`src/rtl/bae_pkg.sv`:
```
`timescale 1ns/1ps
package bae_pkg;

  typedef enum logic [1:0] {
    ST_IDLE  = 2'd0,
    ST_ADDR  = 2'd1,
    ST_WAIT  = 2'd2,
    ST_BURST = 2'd3
  } bae_state_e;

  localparam logic [1:0] OP_WR = 2'b01;
  localparam logic [1:0] OP_RD = 2'b10;

  // MAX level as used: zero acts as one, anything above the depth as the depth
  function automatic int unsigned eff_max(int unsigned raw, int unsigned depth);
    if (raw == 0) return 1;
    if (raw > depth) return depth;
    return raw;
  endfunction

  // MIN level as used: at least one, never above the matching MAX
  function automatic int unsigned eff_min(int unsigned raw, int unsigned maxv);
    int unsigned r;
    r = (raw == 0) ? 1 : raw;
    return (r > maxv) ? maxv : r;
  endfunction

  // words in the next burst
  function automatic int unsigned chunk_len(int unsigned remaining, int unsigned minv);
    return (remaining < minv) ? remaining : minv;
  endfunction

endpackage

```
`src/rtl/bae_fifo.sv`:
```
`timescale 1ns/1ps
module bae_fifo #(
  parameter int DW     = 32,
  parameter int DEPTH  = 16,
  parameter int FILL_W = $clog2(DEPTH + 1)
) (
  input  logic              clk,
  input  logic              rst_n,
  input  logic              push,
  input  logic [DW-1:0]     wdata,
  input  logic              pop,
  output logic [DW-1:0]     rdata,
  output logic [FILL_W-1:0] count,
  output logic              full,
  output logic              empty
);
  localparam int PTR_W = $clog2(DEPTH);

  logic [DW-1:0]    store [DEPTH];
  logic [PTR_W-1:0] wp, rp;

  always_ff @(posedge clk) begin
    if (push) store[wp] <= wdata;
  end

  always_ff @(posedge clk) begin
    if (!rst_n) begin
      wp    <= '0;
      rp    <= '0;
      count <= '0;
    end else begin
      if (push) wp <= wp + PTR_W'(1);
      if (pop)  rp <= rp + PTR_W'(1);
      case ({push, pop})
        2'b10:   count <= count + FILL_W'(1);
        2'b01:   count <= count - FILL_W'(1);
        default: count <= count;
      endcase
    end
  end

  assign rdata = store[rp];
  assign full  = (count == FILL_W'(DEPTH));
  assign empty = (count == '0);

endmodule

```
`src/rtl/bae_levels.sv`:
```
`timescale 1ns/1ps
module bae_levels
  import bae_pkg::*;
#(
  parameter int DEPTH   = 16,
  parameter int MIN_RST = 4,
  parameter int FILL_W  = $clog2(DEPTH + 1)
) (
  input  logic              clk,
  input  logic              rst_n,
  input  logic              cfg_we,
  input  logic [1:0]        cfg_sel,
  input  logic [FILL_W-1:0] cfg_wdata,
  input  logic              hold,
  output logic [FILL_W-1:0] in_min_e,
  output logic [FILL_W-1:0] in_max_e,
  output logic [FILL_W-1:0] out_min_e,
  output logic [FILL_W-1:0] out_max_e
);
  localparam int NREG = 4;

  logic [FILL_W-1:0] pend [NREG];
  logic [FILL_W-1:0] live [NREG];

  always_ff @(posedge clk) begin
    if (!rst_n) begin
      for (int i = 0; i < NREG; i++) begin
        pend[i] <= i[0] ? FILL_W'(DEPTH) : FILL_W'(MIN_RST);
        live[i] <= i[0] ? FILL_W'(DEPTH) : FILL_W'(MIN_RST);
      end
    end else begin
      if (cfg_we) pend[cfg_sel] <= cfg_wdata;
      if (!hold) begin
        for (int i = 0; i < NREG; i++) live[i] <= pend[i];
      end
    end
  end

  always_comb begin
    in_max_e  = FILL_W'(eff_max(32'(live[1]), DEPTH));
    out_max_e = FILL_W'(eff_max(32'(live[3]), DEPTH));
    in_min_e  = FILL_W'(eff_min(32'(live[0]), 32'(in_max_e)));
    out_min_e = FILL_W'(eff_min(32'(live[2]), 32'(out_max_e)));
  end

endmodule

```
`src/rtl/bae_sequencer.sv`:
```
`timescale 1ns/1ps
module bae_sequencer
  import bae_pkg::*;
#(
  parameter int AW     = 24,
  parameter int CNT_W  = 16,
  parameter int DEPTH  = 16,
  parameter int FILL_W = $clog2(DEPTH + 1)
) (
  input  logic              clk,
  input  logic              rst_n,
  input  logic              in_empty,
  input  logic [FILL_W-1:0] in_count,
  input  logic [1:0]        head_op,
  input  logic [CNT_W-1:0]  head_cnt,
  input  logic [AW-1:0]     head_addr,
  input  logic [FILL_W-1:0] out_count,
  input  logic [FILL_W-1:0] in_min_e,
  input  logic [FILL_W-1:0] out_min_e,
  input  logic [FILL_W-1:0] out_max_e,
  input  logic              mem_gnt,
  output logic              in_pop,
  output logic              out_push,
  output logic              mem_req,
  output logic              mem_we,
  output logic [AW-1:0]     cur_addr,
  output logic              busy,
  output logic              beat
);
  bae_state_e        state;
  logic              is_read;
  logic [CNT_W-1:0]  rem;
  logic [FILL_W-1:0] beats_left;

  logic [FILL_W-1:0] len_w, len_r, len, out_free;
  logic              start_ok, launch, pause, op_ok;

  always_comb begin
    len_w    = FILL_W'(chunk_len(32'(rem), 32'(in_min_e)));
    len_r    = FILL_W'(chunk_len(32'(rem), 32'(out_min_e)));
    len      = is_read ? len_r : len_w;
    out_free = FILL_W'(DEPTH) - out_count;
    start_ok = is_read ? ((out_free >= len) && (out_count < out_max_e))
                       : (in_count >= len);
    launch   = (state == ST_WAIT) && mem_gnt && start_ok;
    pause    = is_read && (out_count >= out_max_e);
    op_ok    = (head_op == OP_WR) || (head_op == OP_RD);
  end

  assign busy     = (state == ST_BURST);
  assign mem_req  = busy && mem_gnt && !pause;
  assign beat     = mem_req;
  assign mem_we   = !is_read;
  assign out_push = beat && is_read;
  assign in_pop   = (((state == ST_IDLE) || (state == ST_ADDR)) && !in_empty)
                  || (beat && !is_read);

  always_ff @(posedge clk) begin
    if (!rst_n) begin
      state      <= ST_IDLE;
      is_read    <= 1'b0;
      rem        <= '0;
      cur_addr   <= '0;
      beats_left <= '0;
    end else begin
      unique case (state)
        ST_IDLE: begin
          if (!in_empty && op_ok) begin
            is_read <= (head_op == OP_RD);
            rem     <= head_cnt;
            state   <= ST_ADDR;
          end
        end
        ST_ADDR: begin
          if (!in_empty) begin
            cur_addr <= head_addr;
            state    <= (rem == '0) ? ST_IDLE : ST_WAIT;
          end
        end
        ST_WAIT: begin
          if (launch) begin
            beats_left <= len;
            state      <= ST_BURST;
          end
        end
        ST_BURST: begin
          if (!mem_gnt) begin
            state <= ST_WAIT;
          end else if (beat) begin
            cur_addr   <= cur_addr + AW'(1);
            rem        <= rem - CNT_W'(1);
            beats_left <= beats_left - FILL_W'(1);
            if (beats_left == FILL_W'(1)) begin
              state <= (rem == CNT_W'(1)) ? ST_IDLE : ST_WAIT;
            end
          end
        end
        default: state <= ST_IDLE;
      endcase
    end
  end

endmodule

```
`src/rtl/burst_access_engine.sv`:
```
`timescale 1ns/1ps
module burst_access_engine
  import bae_pkg::*;
#(
  parameter int DW      = 32,
  parameter int AW      = 24,
  parameter int CNT_W   = 16,
  parameter int DEPTH   = 16,
  parameter int MIN_RST = 4,
  parameter int FILL_W  = $clog2(DEPTH + 1)
) (
  input  logic              clk,
  input  logic              rst_n,
  input  logic              in_valid,
  input  logic [DW-1:0]     in_data,
  output logic              in_ready,
  output logic              out_valid,
  output logic [DW-1:0]     out_data,
  input  logic              out_ready,
  input  logic              cfg_we,
  input  logic [1:0]        cfg_sel,
  input  logic [FILL_W-1:0] cfg_wdata,
  output logic              mem_req,
  input  logic              mem_gnt,
  output logic              mem_we,
  output logic [AW-1:0]     mem_addr,
  output logic [DW-1:0]     mem_wdata,
  input  logic [DW-1:0]     mem_rdata
);
  logic [DW-1:0]     in_head;
  logic [FILL_W-1:0] in_count, out_count;
  logic              in_full, in_empty, out_full, out_empty;
  logic              in_push, in_pop, out_push, out_pop;
  logic              busy, beat;
  logic [AW-1:0]     cur_addr;
  logic [FILL_W-1:0] in_min_e, in_max_e, out_min_e, out_max_e;

  assign in_ready = !in_full && (in_count < in_max_e);
  assign in_push  = in_valid && in_ready;
  assign out_pop  = out_ready && !out_empty;
  assign out_valid = !out_empty;

  bae_fifo #(.DW(DW), .DEPTH(DEPTH), .FILL_W(FILL_W)) u_in_q (
    .clk(clk), .rst_n(rst_n), .push(in_push), .wdata(in_data), .pop(in_pop),
    .rdata(in_head), .count(in_count), .full(in_full), .empty(in_empty)
  );

  bae_fifo #(.DW(DW), .DEPTH(DEPTH), .FILL_W(FILL_W)) u_out_q (
    .clk(clk), .rst_n(rst_n), .push(out_push), .wdata(mem_rdata), .pop(out_pop),
    .rdata(out_data), .count(out_count), .full(out_full), .empty(out_empty)
  );

  bae_levels #(.DEPTH(DEPTH), .MIN_RST(MIN_RST), .FILL_W(FILL_W)) u_levels (
    .clk(clk), .rst_n(rst_n), .cfg_we(cfg_we), .cfg_sel(cfg_sel),
    .cfg_wdata(cfg_wdata), .hold(busy),
    .in_min_e(in_min_e), .in_max_e(in_max_e),
    .out_min_e(out_min_e), .out_max_e(out_max_e)
  );

  bae_sequencer #(.AW(AW), .CNT_W(CNT_W), .DEPTH(DEPTH), .FILL_W(FILL_W)) u_seq (
    .clk(clk), .rst_n(rst_n),
    .in_empty(in_empty), .in_count(in_count),
    .head_op(in_head[DW-1 -: 2]), .head_cnt(in_head[CNT_W-1:0]),
    .head_addr(in_head[AW-1:0]),
    .out_count(out_count), .in_min_e(in_min_e),
    .out_min_e(out_min_e), .out_max_e(out_max_e),
    .mem_gnt(mem_gnt), .in_pop(in_pop), .out_push(out_push),
    .mem_req(mem_req), .mem_we(mem_we), .cur_addr(cur_addr),
    .busy(busy), .beat(beat)
  );

  assign mem_addr  = cur_addr;
  assign mem_wdata = in_head;

endmodule

```
`config.mk`:
```
export PLATFORM = sky130hd
export DESIGN_NAME = burst_access_engine
export DESIGN_NICKNAME = d
export VERILOG_FILES = /design/src/rtl/bae_pkg.sv /design/src/rtl/bae_fifo.sv /design/src/rtl/bae_levels.sv /design/src/rtl/bae_sequencer.sv /design/src/rtl/burst_access_engine.sv
export SDC_FILE = /design/constraint.sdc
export NUM_CORES = 1
export LEC_CHECK = 0
export BUFFER_PORTS_ARGS = -buffer_cell sky130_fd_sc_hd__buf_4
export CELL_PAD_IN_SITES_DETAIL_PLACEMENT = 0
export CELL_PAD_IN_SITES_GLOBAL_PLACEMENT = 1
export CORE_UTILIZATION = 55
export CTS_BUF_LIST = sky130_fd_sc_hd__clkbuf_8
export CTS_CLUSTER_DIAMETER = 200
export DETAILED_ROUTE_END_ITERATION = 10
export PLACE_DENSITY = 0.9
export REMOVE_ABC_BUFFERS = 1
export SLEW_MARGIN = 20
export SYNTH_ARGS = -nofsm -noshare
export SYNTH_HDL_FRONTEND = slang
export SYNTH_SLANG_ARGS = --single-unit
```
`constraint.sdc`:
```
create_clock -name clk -period 13.8 [get_ports clk]
set_input_delay 0.69 -clock clk [delete_from_list [all_inputs] [get_ports clk]]
set_output_delay 0.69 -clock clk [all_outputs]
set_load 0.005 [all_outputs]
```
==> flow_metrics.py, run 1 <==
metrics = {
    "floorplanning": {
        "coreArea_um2": 82500,
        "initial_core_util_pct": 55.9,
        "dieArea_um2": 85000,
        "die_w_um": 292,
        "row_count": 105,
        "ioPinCount": 169,
        "chipHeight_um": 292,
    },
    "min_path": {
        "hold_path.startpoint": "cfg_wdata[4]",
        "hold_end": "u_levels.pend[3][4]",
        "hold_depth": 2,
        "hold_path_class": "in2reg",
    },
    "placement": {
        "pre_cts_slack_ns": 7.81,
        "globalplace.congestion": 0.869,
        "port_buffers": 168,
        "dp_hpwl_um": 56700,
    },
    "cts": {
        "clockRootBuffer": "clkbuf_8",
        "cts_tree": "done",
        "postCtsResizedCells": 0,
        "htreeDepth": 4,
        "worstSkewPairLatency_ns": 0.83,
        "cts_setup_buffers": 0,
        "cts-buffers-inserted": 175,
        "clkSlewWorstSetupHoldPaths_ns": 0.07,
        "clkSinkCount": 1146,
        "clock_path_buffers": 3,
        "cts_hold_buf": 0,
    },
    "setup_path": {
        "cp_max_fo": 10,
        "crit_path_start_kind": "flop",
        "r2r-end": "u_seq.beats_left[3]",
        "required_ns": 14.50,
        "critPathMaxStageDelay_ns": 0.65,
        "path_delay_family": "compound AO/OA/AOI/OAI gates",
        "crit_top_cell": "ha_1",
        "worst-r2r-cell-count": 24,
        "worst-path-buf-inv": 2,
        "cp_slowest_cell": "a2111oi_4",
        "crit_path_end_kind": "flop",
        "reg2reg_from": "u_levels.live[3][4]",
        "crit_chain": "inv_1, nand2_1, ha_1, and3_1, a211oi_2, a21o_1, mux2i_1, inv_1, ha_1, and3b_1, a221oi_1, nand2_2, a2111o_1, and2_1, a21oi_1, mux2i_1, ha_1, nand2_1, o21ai_0, a31oi_1, a2111oi_4, nor2_1, and2_1, o41a_1",
        "rrSetupSlack_ns": 7.67,
        "critical_path_class": "reg2reg",
        "critical_path_arrival_ns": 6.83,
    },
    "sta": {
        "fin_crit_sh_pct": 44.4,
        "fin_tns_setup_ns": 0,
        "rsz0062_at_grt": "no",
        "fin_skew_ns": 0.0513,
        "slew_viol_final": 0,
        "hold_violations": 0,
        "setup_viol": 0,
        "whs_ns": 0.156,
        "timing.fmax_mhz": 163,
        "maxSlewHeadroom_pct": 34.6,
        "fin_ws_ns": 7.67,
        "period_minus_slack_ns": 6.13,
        "worst_pin_slew_ns": 0.980,
    },
    "finish": {
        "most-common-layout-cells": "1,064 x edfxtp_1, 320 x mux4_2, 215 x buf_4",
        "drive_gt1_share_pct": 30.5,
        "area_delta_synth_final_pct": 12.9,
        "layout_commonest_cell": "edfxtp_1",
        "utilization_pct": 63.1,
        "final_net_count": 2750,
    },
    "grt": {
        "grt_max_degree": 80,
        "grt_pass1_wl_um": 153000,
        "overflow": 0,
        "antenna_found_initial": 5,
        "grt_pass1_vias": 24900,
        "grt_usage_pct": 24.5,
    },
    "logic_synthesis": {
        "avgSynthCellArea_um2": 19.7,
        "synth_warnings": 0,
        "ys_ff_latch": 1146,
        "synth-seq-area-share_pct": 72.9,
        "async_reset_ff_share_pct": 0,
        "ys_types": 76,
        "syn_area_um2": 46100,
        "synth_edf_count": 1064,
        "ys.flop_type": "edfxtp_1",
        "synthCells": 2340,
    },
    "route": {
        "viasPerCell": 6.30,
        "postRouteWirelength_um": 103000,
        "final_antenna_net_count": 0,
        "drt_iter0_drc": 2500,
        "drc_errors": 0,
        "vias": 24100,
        "drt_first_pass_iters": 6,
        "wl_per_cell_um": 26.9,
    },
    "power_and_ir_drop": {
        "finalPower_w": 0.00862,
        "p_leak_nw": 17.1,
        "power_density_nw_per_um2": 166,
        "ir_drop_v": 0.000142,
    },
    "flow_run": {
        "cap_violations": 0,
    },
    "run_status": {
        "outcome": "completed",
    },
}
cell type report:
cell class	instances	area [µm²]
Fill cell	5394	30500
Sequential cell	1146	33600
Inverter	52	195
Tap cell	1070	1340
Multi-Input combinational cell	1017	11800
Timing Repair Buffer	216	1630
Clock inverter	134	951
Clock buffer	181	2490
Antenna cell	2	5.00
routing by layer:
| metal | vias to the layer above | share of wire (%) | track usage [%] |
|---|---|---|---|
| met1 | 12400 | 36 | 31.0 |
| met5 | - | 0.033 | 0 |
| met4 | 6 | 2.6 | 8.72 |
| met3 | 200 | 9.3 | 5.32 |
| met2 | 1284 | 52 | 41.7 |
| li1 | 10200 | - | - |
worst max-delay path by stage:
stage                         from                  end  slack [ns]  depth (start not counted)
6_report       u_levels.live[3][4]  u_seq.beats_left[3]        7.67                         24
2_1_floorplan                 flop        u_seq.rem[15]        5.43                          8
3_3_place_gp   u_levels.live[3][4]  u_seq.beats_left[3]        8.03                         24
5_1_grt        u_levels.live[3][4]  u_seq.beats_left[3]        7.20                         24
4_1_cts        u_levels.live[3][4]  u_seq.beats_left[3]        7.78                         24
3_5_place_dp   u_levels.live[3][4]  u_seq.beats_left[3]        7.81                         24
flip-flops by register name, indices dropped and copies added (netlist names), named ones only:
name	count
u_in_q.count	5
u_in_q.rp	4
u_in_q.store	512
u_in_q.wp	4
u_levels.live	20
u_levels.pend	20
u_out_q.count	5
u_out_q.rp	4
u_out_q.store	512
u_out_q.wp	4
u_seq.beats_left	5
u_seq.cur_addr	24
u_seq.is_read	1
u_seq.rem	16
u_seq.state	2
cells in the mapped netlist, types with 5 or more instances:
| library cell | n | area, µm² |
|---|---|---|
| xnor2_1 | 8 | 70.1 |
| inv_1 | 50 | 188 |
| mux2i_1 | 12 | 120 |
| a21oi_1 | 76 | 380 |
| nand2_1 | 82 | 308 |
| nor2_1 | 81 | 304 |
| nor4_1 | 5 | 31.3 |
| o31ai_1 | 9 | 67.6 |
| and3_1 | 47 | 294 |
| nand3_1 | 18 | 90.1 |
| xor2_1 | 12 | 105 |
| ha_1 | 63 | 788 |
| nand4_1 | 8 | 50.1 |
| o21ai_1 | 18 | 90.1 |
| a21o_1 | 13 | 97.6 |
| nor2b_1 | 14 | 87.6 |
| dfxtp_1 | 82 | 1640 |
| and2_1 | 35 | 219 |
| mux4_2 | 320 | 7210 |
| clkbuf_1 | 69 | 259 |
| nor3b_1 | 7 | 52.6 |
| o22ai_1 | 6 | 37.5 |
| or3_1 | 9 | 56.3 |
| edfxtp_1 | 1064 | 32000 |
| a211oi_1 | 12 | 90.1 |
| buf_6 | 7 | 78.8 |
| o21ai_0 | 43 | 215 |
| a31oi_1 | 14 | 87.6 |
| buf_1 | 22 | 82.6 |
| nand2b_1 | 10 | 62.6 |
| buf_2 | 24 | 120 |
| nor3_1 | 25 | 125 |
stage by stage:
| stage | area, µm² | cells |
|---|---|---|
| after floorplan | 45500 | 2215 |
| after global placement | 48600 | 3500 |
| after detailed placement | 48600 | 3500 |
| after CTS | 52000 | 3815 |
| after global routing | 52000 | 3818 |
| final | 52000 | 3818 |
kinds of logic after synthesis:
kind of cell / count (synthesis) / share of synthesized area (%)
xor+xnor: 20 / 0.380
buf+inv: 177 / 1.64
compound gates: 235 / 3.31
mux: 334 / 15.9
fa+ha+maj: 65 / 1.80
flops: 1146 / 72.9
simple gates: 363 / 4.07
power breakdown:
part / internal, W / switching (W)
Clock: 0.00146 / 0.00131
Combinational: 0.000805 / 0.000929
Sequential: 0.00395 / 0.000168
Power figures use the tool's default switching activity.
==> run 2, diff against run 1 <==
--- a/config.mk
+++ b/config.mk
@@ -5,14 +5,15 @@
 export SDC_FILE = /design/constraint.sdc
 export NUM_CORES = 1
 export LEC_CHECK = 0
+export ABC_AREA = 1
 export BUFFER_PORTS_ARGS = -buffer_cell sky130_fd_sc_hd__buf_4
 export CELL_PAD_IN_SITES_DETAIL_PLACEMENT = 0
 export CELL_PAD_IN_SITES_GLOBAL_PLACEMENT = 1
-export CORE_UTILIZATION = 55
+export CORE_UTILIZATION = 53
 export CTS_BUF_LIST = sky130_fd_sc_hd__clkbuf_8
 export CTS_CLUSTER_DIAMETER = 200
 export DETAILED_ROUTE_END_ITERATION = 10
-export PLACE_DENSITY = 0.9
+export PLACE_DENSITY = 0.92
 export REMOVE_ABC_BUFFERS = 1
 export SLEW_MARGIN = 20
 export SYNTH_ARGS = -nofsm -noshare
==> constraint.sdc (replaced) <==
create_clock -name clk -period 6.2 [get_ports clk]
set_input_delay 0.31 -clock clk [delete_from_list [all_inputs] [get_ports clk]]
set_output_delay 0.31 -clock clk [all_outputs]
set_load 0.005 [all_outputs]
==> run 2 against run 1 <==
Compared with the run above:
- maximum frequency grew 23%
- sequential power grew 130%
- largest power group unchanged
- area after synthesis grew 4.5%
==> flow_metrics.py, run 2 <==
metrics = {
    "finish": {
        "top_regs": "u_in_q.store: 512 flops, u_out_q.store: 512 flops, u_seq.cur_addr: 24 flops",
        "area_delta_synth_final_pct": 13.7,
        "layout_commonest_cell": "edfxtp_1",
        "final_net_count": 4136,
        "most-common-layout-cells": "1,064 x edfxtp_1, 473 x inv_1, 387 x o21ai_0",
        "fin_area_um2": 54700,
        "drive_gt1_share_pct": 12.3,
    },
    "logic_synthesis": {
        "synth_top_area_share_pct": 66.3,
        "synth_warnings": 0,
        "yosys-top-cells-count": "1,064 x edfxtp_1, 410 x inv_1, 387 x o21ai_0",
        "syn_area_um2": 48200,
        "synth-seq-area-share_pct": 69.7,
        "ys_ff_latch": 1146,
        "ys_types": 50,
        "synth_edf_count": 1064,
        "ys.flop_type": "edfxtp_1",
        "synthCells": 3727,
        "avgSynthCellArea_um2": 12.9,
        "synthTopCellsByArea": "edfxtp_1 66%, mux2i_1 5.3%, o211ai_1 4.0%",
        "async_reset_ff_share_pct": 0,
        "yosysTopAreaCell": "edfxtp_1",
        "yosysMostFrequentCell": "edfxtp_1",
    },
    "flow_run": {
        "cap_violations": 0,
    },
    "route": {
        "wl_met2_um": 55200,
        "vias": 30600,
        "top_layer": "met5",
        "viasPerCell": 5.75,
        "drc_errors": 0,
        "wl_met1_um": 47400,
        "drt_iter0_drc": 3263,
        "met3_length_um": 8960,
        "drt_first_pass_iters": 6,
        "final_antenna_net_count": 0,
        "postRouteWirelength_um": 114000,
        "wl_per_cell_um": 21.5,
    },
    "placement": {
        "pre_cts_slack_ns": 1.27,
        "port_buffers": 168,
        "dpl-instance-area_um2": 50700,
        "globalplace.congestion": 0.859,
        "dp_hpwl_um": 63900,
    },
    "power_and_ir_drop": {
        "power_density_nw_per_um2": 389,
        "ir_drop_v": 0.000399,
        "p_leak_nw": 19.7,
    },
    "run_status": {
        "outcome": "completed",
    },
    "cts": {
        "clockRootBuffer": "clkbuf_8",
        "cts-buffers-inserted": 178,
        "clkSinkCount": 1146,
        "cts_tree": "done",
        "clkSlewWorstSetupHoldPaths_ns": 0.06,
        "worstSkewPairLatency_ns": 0.87,
        "clock_path_buffers": 3,
        "cts_setup_buffers": 0,
        "htreeDepth": 4,
    },
    "floorplanning": {
        "dieArea_um2": 92100,
        "initial_core_util_pct": 53.5,
        "die_w_um": 303,
        "row_count": 110,
        "chipHeight_um": 303,
        "coreArea_um2": 90000,
        "ioPinCount": 169,
    },
    "setup_path": {
        "critical_path_class": "reg2reg",
        "critical_path_arrival_ns": 5.77,
        "cp_slowest_cell": "edfxtp_1",
        "crit_path_end_kind": "flop",
        "critPathMaxStageDelay_ns": 0.39,
        "cp_max_fo": 11,
        "required_ns": 6.98,
        "crit_top_cell": "nand2_1",
        "rrSetupSlack_ns": 1.21,
        "crit_path_start_kind": "flop",
    },
    "sta": {
        "hold_violations": 0,
        "fin_tns_setup_ns": 0,
        "timing.fmax_mhz": 201,
        "maxSlewHeadroom_pct": 23.2,
        "fin_crit_sh_pct": 80.4,
        "fin_skew_ns": 0.0397,
        "slew_viol_final": 0,
        "period_minus_slack_ns": 4.99,
        "setup_viol": 0,
        "fin_ws_ns": 1.21,
        "rsz0062_at_grt": "no",
        "worst_pin_slew_ns": 1.15,
    },
    "grt": {
        "grt_usage_pct": 24.4,
        "grt_pass1_wl_um": 170000,
        "antenna_found_initial": 8,
        "grt_pass1_vias": 29300,
        "grt_max_degree": 166,
        "overflow": 0,
    },
    "min_path": {
        "hold_path_class": "in2reg",
    },
}
[run 2: cell count changes in the layout (fill, tap and decap cells not counted), sizes merged, moves of 109 or more]
cell    previous run  this run
inv               94       488
o21ai             62       397
mux4             320         0
o211ai             3       258
mux2i             12       256
a21oi             76       319
nand2             84       268
nand3             18       127
[run 2: cell type report]
cell class                 count  area (µm²)
inverter                     418        1570
timing repair buffer         301        2490
tap                         1176        1470
clock buffer                 180        2480
clock inverter               137         773
multi-input combinational   1949       12300
sequential                  1146       33600
antenna                        6        15.0
fill                        6777       35300
[run 2: path summary, 6_finish.rpt]
check	from	to	depth (start not counted)
setup / recovery	u_levels.live[1][3]	u_seq.state[1]	35
hold / removal	in_data[11]	u_in_q.store[5][11]	2
setup reg to reg	u_levels.live[1][3]	u_seq.state[1]	35
hold reg to reg	u_out_q.count[0]	u_out_q.count[0]	1
[run 2: per-stage QoR]
stage / total power (W) / cells / util (%) / hold slack [ns]
3_3_place_gp: 0.0154 / 4911 / 56.3 / 0.435
3_5_place_dp: 0.0155 / 4911 / 56.3 / 0.444
4_1_cts: 0.0214 / 5307 / 60.8 / 0.216
2_1_floorplan: 0.0139 / 3513 / - / 0.409
6_report: 0.0213 / 5313 / 60.8 / 0.288
5_1_grt: 0.0224 / 5311 / 60.8 / 0.240
[run 2: power by group]
part	internal, W	total [W]	switching (W)
logic	0.00236	0.00619	0.00383
registers	0.00877	0.00930	0.000524
clock network	0.00287	0.00584	0.00298
[run 2: cells by family (layout without fill, tap and decap cells)]
kind of cell | Yosys count | after routing | share of synthesized area, %
flops | 1146 | 1146 | 69.7
compound gates | 1019 | 1019 | 12.2
other cells | 0 | 6 | 0
simple gates | 574 | 574 | 5.24
buf+inv | 632 | 1036 | 5.18
xor+xnor | 35 | 35 | 0.636
fa+ha+maj | 65 | 65 | 1.72
mux | 256 | 256 | 5.32
[run 2: repair_timing]
item                                   in CTS  in global routing
hold buffers                               79                  0
gates resized for setup                     0                  0
endpoints found under the hold margin    1084                  0
[run 2: metal layers]
| metal | track usage [%] | vias up |
|---|---|---|
| li1 | - | 14200 |
| met4 | 8.36 | 6 |
| met5 | 0 | - |
| met1 | 33.4 | 14900 |
| met2 | 39.6 | 1308 |
| met3 | 4.42 | 194 |
[run 2: critical path, delay by kind of cell (launching register included)]
family	cells	cell delay, ns
flip-flops	1	0.39
AO/OA/AOI/OAI	6	0.64
AND/OR/NAND/NOR	23	2.83
buffers and inverters	3	0.16
adder cells (fa/ha/maj)	3	0.90
